**src/rtl/rdo_pkg.sv**
```systemverilog
package rdo_pkg;
  localparam int DATA_W      = 16;
  localparam int NUM_CH      = 8;
  localparam int SYNC_STAGES = 2;
  localparam int NUM_LANES   = 2;

  // Indices of the asynchronous host inputs inside the synchroniser vector
  localparam int SIG_SCLK = 0;
  localparam int SIG_CS   = 1;
  localparam int SIG_BUSY = 2;
  localparam int NUM_SIG  = 3;
endpackage

```
**src/rtl/rdo_edge_sync.sv**
```systemverilog
module rdo_edge_sync #(
  parameter int STAGES  = 2,
  parameter bit RST_VAL = 1'b0
) (
  input  logic clk,
  input  logic rst_n,
  input  logic d_i,
  output logic lvl_o,
  output logic rise_o,
  output logic fall_o
);
  logic [STAGES-1:0] sync_q;
  logic              prev_q;

  always_ff @(posedge clk or negedge rst_n) begin
    if (!rst_n) begin
      sync_q <= {STAGES{RST_VAL}};
      prev_q <= RST_VAL;
    end else begin
      sync_q <= {sync_q[STAGES-2:0], d_i};
      prev_q <= sync_q[STAGES-1];
    end
  end

  assign lvl_o  = sync_q[STAGES-1];
  assign rise_o = lvl_o & ~prev_q;
  assign fall_o = ~lvl_o & prev_q;
endmodule

```
**src/rtl/rdo_lane.sv**
```systemverilog
module rdo_lane #(
  parameter int W     = 16,
  parameter int N     = 8,
  parameter int START = 0,
  localparam int PTR_W = $clog2(N),
  localparam int CNT_W = $clog2(W)
) (
  input  logic             clk,
  input  logic             rst_n,
  input  logic [W-1:0]     bank_i [N],
  input  logic             ld_i,
  input  logic             cs_fall_i,
  input  logic             cs_rise_i,
  input  logic             rise_i,
  output logic             bit_o,
  output logic [PTR_W-1:0] ptr_o,
  output logic [CNT_W-1:0] cnt_o
);
  logic [W-1:0]     sh_q, sh_d;
  logic [PTR_W-1:0] ptr_q, ptr_d, ptr_nx;
  logic [CNT_W-1:0] cnt_q, cnt_d;
  logic             word_end;
  logic             cur_msb;

  assign ptr_nx   = (ptr_q == PTR_W'(N-1)) ? '0 : ptr_q + PTR_W'(1);
  assign word_end = (cnt_q == CNT_W'(W-1));
  assign cur_msb  = bank_i[ptr_q][W-1];

  always_comb begin
    sh_d  = sh_q;
    ptr_d = ptr_q;
    cnt_d = cnt_q;
    if (ld_i) begin
      ptr_d = PTR_W'(START);
      cnt_d = '0;
    end else if (cs_fall_i) begin
      sh_d  = bank_i[ptr_q];
      cnt_d = '0;
    end else if (cs_rise_i) begin
      cnt_d = '0;
    end else if (rise_i) begin
      if (word_end) begin
        ptr_d = ptr_nx;
        sh_d  = bank_i[ptr_nx];
        cnt_d = '0;
      end else begin
        sh_d  = {sh_q[W-2:0], 1'b0};
        cnt_d = cnt_q + CNT_W'(1);
      end
    end
  end

  always_ff @(posedge clk or negedge rst_n) begin
    if (!rst_n) begin
      sh_q  <= '0;
      ptr_q <= PTR_W'(START);
      cnt_q <= '0;
    end else begin
      sh_q  <= sh_d;
      ptr_q <= ptr_d;
      cnt_q <= cnt_d;
    end
  end

  assign bit_o = sh_q[W-1];
  assign ptr_o = ptr_q;
  assign cnt_o = cnt_q;

  // chip-select fall presents the MSB of the current channel
  a_r2_msb_on_select: assert property (@(posedge clk) disable iff (!rst_n)
    cs_fall_i && !ld_i |=> bit_o == $past(cur_msb));
  // the pointer moves only at a word end or at a busy fall
  a_r6_ptr_hold: assert property (@(posedge clk) disable iff (!rst_n)
    !ld_i && !(rise_i && word_end) |=> $stable(ptr_q));
  // busy fall returns the lane to its start channel
  a_r5_ptr_start: assert property (@(posedge clk) disable iff (!rst_n)
    ld_i |=> ptr_q == PTR_W'(START));
  // an abandoned word restarts its bit count
  a_r7_abort_restart: assert property (@(posedge clk) disable iff (!rst_n)
    cs_rise_i && !ld_i |=> cnt_q == '0);
endmodule

```
**src/rtl/serial_result_port.sv**
```systemverilog
module serial_result_port
  import rdo_pkg::*;
#(
  parameter int W      = DATA_W,
  parameter int N      = NUM_CH,
  parameter int STAGES = SYNC_STAGES,
  localparam int PTR_W = $clog2(N),
  localparam int CNT_W = $clog2(W),
  localparam int HALF  = N / 2
) (
  input  logic         clk,
  input  logic         rst_n,
  input  logic         sclk,
  input  logic         cs_n,
  input  logic         busy,
  input  logic [N*W-1:0] res_in,
  output logic         dout_a,
  output logic         dout_b,
  output logic         first_ch,
  output logic         out_en
);
  // Reset: asserted asynchronously, released on a clock edge
  logic [1:0] rst_pipe_q;
  logic       rst_int_n;

  always_ff @(posedge clk or negedge rst_n) begin
    if (!rst_n) rst_pipe_q <= '0;
    else        rst_pipe_q <= {rst_pipe_q[0], 1'b1};
  end
  assign rst_int_n = rst_pipe_q[1];

  // Synchronise and edge-detect the host inputs
  localparam logic [NUM_SIG-1:0] IDLE = 3'b011;
  logic [NUM_SIG-1:0] raw, lvl, rise, fall;
  assign raw = {busy, cs_n, sclk};

  for (genvar s = 0; s < NUM_SIG; s++) begin : g_sync
    rdo_edge_sync #(.STAGES(STAGES), .RST_VAL(IDLE[s])) u_sync (
      .clk(clk), .rst_n(rst_int_n), .d_i(raw[s]),
      .lvl_o(lvl[s]), .rise_o(rise[s]), .fall_o(fall[s]));
  end

  logic ld, cs_fall, cs_rise, sel, sck_rise, sck_fall;
  assign ld       = fall[SIG_BUSY];
  assign cs_fall  = fall[SIG_CS];
  assign cs_rise  = rise[SIG_CS];
  assign sel      = ~lvl[SIG_CS];
  assign sck_rise = rise[SIG_SCLK] & sel;
  assign sck_fall = fall[SIG_SCLK] & sel;

  // Result bank, captured on busy fall only
  logic [W-1:0] bank_q [N];
  logic [W-1:0] bank_d [N];

  always_comb begin
    for (int i = 0; i < N; i++) bank_d[i] = ld ? res_in[i*W +: W] : bank_q[i];
  end

  always_ff @(posedge clk or negedge rst_int_n) begin
    if (!rst_int_n) begin
      for (int i = 0; i < N; i++) bank_q[i] <= '0;
    end else begin
      for (int i = 0; i < N; i++) bank_q[i] <= bank_d[i];
    end
  end

  // Two lanes, offset by half the channel set
  logic             bit_l [NUM_LANES];
  logic [PTR_W-1:0] ptr_l [NUM_LANES];
  logic [CNT_W-1:0] cnt_l [NUM_LANES];

  for (genvar g = 0; g < NUM_LANES; g++) begin : g_lane
    rdo_lane #(.W(W), .N(N), .START(g * HALF)) u_lane (
      .clk(clk), .rst_n(rst_int_n), .bank_i(bank_q),
      .ld_i(ld), .cs_fall_i(cs_fall), .cs_rise_i(cs_rise), .rise_i(sck_rise),
      .bit_o(bit_l[g]), .ptr_o(ptr_l[g]), .cnt_o(cnt_l[g]));
  end

  // Drive enable and first-channel flag (follows lane A only)
  logic oe_q, oe_d, flag_q, flag_d;
  logic a_last_bit, a_wraps;
  assign a_last_bit = (cnt_l[0] == CNT_W'(W-1));
  assign a_wraps    = sck_rise && a_last_bit && (ptr_l[0] == PTR_W'(N-1));

  always_comb begin
    oe_d   = oe_q;
    flag_d = flag_q;
    if (cs_fall) begin
      oe_d   = 1'b1;
      flag_d = (ptr_l[0] == '0) && !ld;
    end else if (cs_rise || ld) begin
      oe_d   = cs_rise ? 1'b0 : oe_q;
      flag_d = 1'b0;
    end else if (sck_fall && a_last_bit) begin
      flag_d = 1'b0;
    end else if (a_wraps) begin
      flag_d = 1'b1;
    end
  end

  always_ff @(posedge clk or negedge rst_int_n) begin
    if (!rst_int_n) begin
      oe_q   <= 1'b0;
      flag_q <= 1'b0;
    end else begin
      oe_q   <= oe_d;
      flag_q <= flag_d;
    end
  end

  assign dout_a   = bit_l[0];
  assign dout_b   = bit_l[1];
  assign first_ch = flag_q;
  assign out_en   = oe_q;

  // drive enable follows chip select edges
  a_r1_enable_on: assert property (@(posedge clk) disable iff (!rst_int_n)
    cs_fall |=> out_en);
  a_r1_enable_off: assert property (@(posedge clk) disable iff (!rst_int_n)
    cs_rise |=> !out_en);
  // lane B always sits half a channel set ahead of lane A
  a_r4_lane_offset: assert property (@(posedge clk) disable iff (!rst_int_n)
    ptr_l[1] == PTR_W'((int'(ptr_l[0]) + HALF) % N));
  // the flag is only ever high while lane A carries channel 1
  a_r9_flag_lane_a: assert property (@(posedge clk) disable iff (!rst_int_n)
    first_ch |-> ptr_l[0] == '0);
  // the flag is never high while the outputs float
  a_r8_flag_idle: assert property (@(posedge clk) disable iff (!rst_int_n)
    !out_en |-> !first_ch);
endmodule

```
**config.mk**
```make
export PLATFORM = sky130hd
export DESIGN_NAME = serial_result_port
export DESIGN_NICKNAME = d
export VERILOG_FILES = /design/src/rtl/rdo_pkg.sv /design/src/rtl/rdo_edge_sync.sv /design/src/rtl/rdo_lane.sv /design/src/rtl/serial_result_port.sv
export SDC_FILE = /design/constraint.sdc
export NUM_CORES = 1
export LEC_CHECK = 0
export ABC_CLOCK_PERIOD_IN_PS = 7650
export BUFFER_PORTS_ARGS = -buffer_cell sky130_fd_sc_hd__buf_2
export CAP_MARGIN = 5
export CORE_MARGIN = 2
export CORE_UTILIZATION = 60
export DETAILED_ROUTE_END_ITERATION = 16
export GPL_TIMING_DRIVEN = 0
export PLACE_DENSITY = 0.82
export SYNTH_ARGS = -nofsm -noshare
export SYNTH_HDL_FRONTEND = slang
export SYNTH_SLANG_ARGS = --single-unit
export TNS_END_PERCENT = 50
```
**constraint.sdc**
```tcl
create_clock -name clk -period 7.65 [get_ports clk]
set_input_delay 1.53 -clock clk [delete_from_list [all_inputs] [get_ports clk]]
set_output_delay 1.53 -clock clk [all_outputs]
set_load 0.005 [all_outputs]
```
==> results.ini <==
[finish]
nNetsFinal=1621
utilization_pct=69.5
stdcell_count=1757
area_delta_synth_final_pct=14.2
layout_commonest_cell=nand2_1
final_cell_mix=nand2_1 (392), dfrtp_1 (179), buf_2 (160)
layout-drive-gt1-share_pct=17.4
diodes=0
fillers=1617

[route]
vias_per_cell=6.91
drc=0
routedWlPerCell_um=27.1
drt_iter0_markers=1753
vias=12137
drt_first_pass_iters=8
antenna_left=0
routed_wl_um=47500

[floorplan]
rows=51
start_util_pct=60.9
die_h_um=144
die_w_um=144
ios=137
die_area_sq_um=20800
core-area_sq_um=19400

[yosys]
synth_edf_count=0
synth_nets=1463
synthAdderAreaFrac_pct=0.953
synth_compound_area_share_pct=16.2
synth_cell_types=56
synth-seq-cells=187
synthSimpleGateAreaFrac_pct=19.7
synth.avg_cell_area_sq_um=8.94
synth_area_leaders=dfrtp_1 (38%), mux2i_1 (13%), nand2_1 (12%)
ys_async_sr_fraction_pct=100
synth_top_family_by_area=simple AND/OR/NAND/NOR gates
synth_top_cell_by_area=dfrtp_1
synthXorXnorAreaFrac_pct=0
syn-instance-count=1321
ys_warn_count=0
synthFlopType=dfrtp_1
seq_area_frac_synth_pct=39.7
yosys.area.top_type_share_pct=38.1
synth_mux_area_share_pct=19.2
netlist_area_sq_um=11800

[place]
dpl.hpwl_um=34900
gp_congestion=1.06
portBuffers=136
place_inst=1725
dp_slack_ns=4.50

[cts]
cts.repair.resized=0
clk_latency_ns=0.46
ctsHoldBuffers=0
cts_sinks=187
cts_tree=done
cts_setup_buffers=0
h-tree-depth=4
clockBufferDepth=2
cts-buffers-inserted=17
cts.clk_slew.worst_paths_ns=0.08
root_buffer=clkbuf_16

[global_routing]
grt_max_degree=74
grt_pass1_wl_um=70100
first_global_vias=11556
grt_util_all_layers_pct=46.7
gr-total-overflow=0
grt_antenna_before_repair=0

[power]
fin_total_pwr_mw=2.66
switchingPower_mw=0.890
p_int_mw=1.77
p_seq_share_pct=49.9
swShare_pct=33.5
power_density_nw_per_um2=197
p_leak_nw=6.39
combPwrFrac_pct=15.9
ir_drop_v=0.000142
clockPowerShare_pct=34.2

[setup_path]
r2r_start=g_lane[1].u_lane.ptr_o[1]
critical_path_required_ns=7.97
cp-start-kind=flip-flop
cp.arrival_ns=3.74
cp_max_fo=10
r2r-end=g_lane[1].u_lane.sh_q[12]
r2r_cells=7
critPathCaptureType=flip-flop
reg2reg_slack_ns=4.23
worstSetupPathType=flip-flop to flip-flop

[timing]
fin_crit_ns=3.42
hold_viol=0
fmax_mhz=293
slew_violations=0
post-route-period-util_pct=44.7
rsz0062_at_grt=no
relSlewSlack_pct=31.6
setup-tns-final_ns=0
finClkSkew_ns=0.0125
worst_pin_slew_ns=1.03
setup_viol=0
worst_slack_ns=4.23

[run_status]
outcome=complete, no violations

[flow_run]
drv_cap=0

[min_path]
min_path_type=flip-flop to async pin

## sequential cells by signal, summed over array words and instances, names as in the netlist
signal	flops
g_lane.u_lane.cnt_o	8
first_ch	1
rst_pipe_q	2
bank_q	128
g_sync.u_sync.sync_q	6
g_lane.u_lane.sh_q	32
out_en	1
g_lane.u_lane.ptr_o	6
g_sync.u_sync.prev_q	3
## cell usage after synthesis, types with 16 or more instances
master / count
a21oi_1: 24
a32oi_1: 32
o21ai_0: 49
buf_2: 24
a22oi_1: 64
mux2i_1: 158
mux4_2: 25
clkbuf_1: 64
o221ai_1: 25
nor2b_1: 26
nand3_1: 16
dfrtp_1: 180
nor2_1: 37
nand2_1: 392
## through the flow
stage                     cell area (sq um)  hold WS, ns
final                                 13500        0.236
after global routing                  13500        0.263
after CTS                             13500        0.250
after detailed placement              12900        0.245
after global placement                12800        0.334
after floorplan                       11800        0.331
## worst max-delay path by stage
stage / start / to / slack (ns) / cells past startpoint
6_report: g_lane[1].u_lane.ptr_o[1] / g_lane[1].u_lane.sh_q[12] / 4.23 / 7
5_1_grt: g_lane[0].u_lane.ptr_o[0] / g_lane[0].u_lane.sh_q[13] / 4.34 / 10
4_1_cts: g_lane[1].u_lane.ptr_o[1] / g_lane[1].u_lane.sh_q[2] / 4.52 / 7
3_5_place_dp: g_lane[1].u_lane.ptr_o[1] / g_lane[1].u_lane.sh_q[1] / 4.50 / 7
3_3_place_gp: rst_pipe_q[1] / bank_q[114] / 0.03 / 0
2_1_floorplan: rst_pipe_q[1] / bank_q[0] / 2.07 / 0
## logic make-up after synthesis
group / count (synthesis)
simple gates: 545
compound gates: 264
other cells: 1
flops: 187
buf+inv: 121
fa+ha+maj: 9
mux: 194
## layer usage
layer | GRT usage, % | wire, um | vias up
met4 | 30.7 | 3550 | 0
met5 | 0 | 0 | -
met2 | 69.4 | 21000 | 1023
met1 | 59.7 | 17200 | 5794
met3 | 13.0 | 5720 | 250
li1 | - | - | 5070
## critical path, stage by stage, from the launching register on
cell	delay [ns]
dfrtp_1	0.56
ha_1	0.28
ha_1	0.26
buf_2	0.24
buf_1	0.74
nand3_1	0.68
o221ai_1	0.39
o31ai_1	0.13
## final cells by class
type                    instances  area [sq um]  area share (%)
well taps                     265           332            2.46
repair buffers                139           763            5.66
plain buffers                 106           443            3.28
multi-input cells            1013          6620            49.1
inverters                      15          56.3           0.417
flip-flops and latches        187          4690            34.8
clock inverters                13           126           0.937
clock buffers                  19           453            3.36
## power by group through the flow
stage / clock network (mW) / registers, mW / logic, mW
final: 0.911 / 1.33 / 0.423
after global routing: 0.946 / 1.33 / 0.465
after CTS: 0.898 / 1.31 / 0.416
after detailed placement: 0 / 1.32 / 0.415
after global placement: 0 / 1.34 / 0.377
after floorplan: 0 / 1.25 / 0.280
Power figures use the tool's default switching activity.
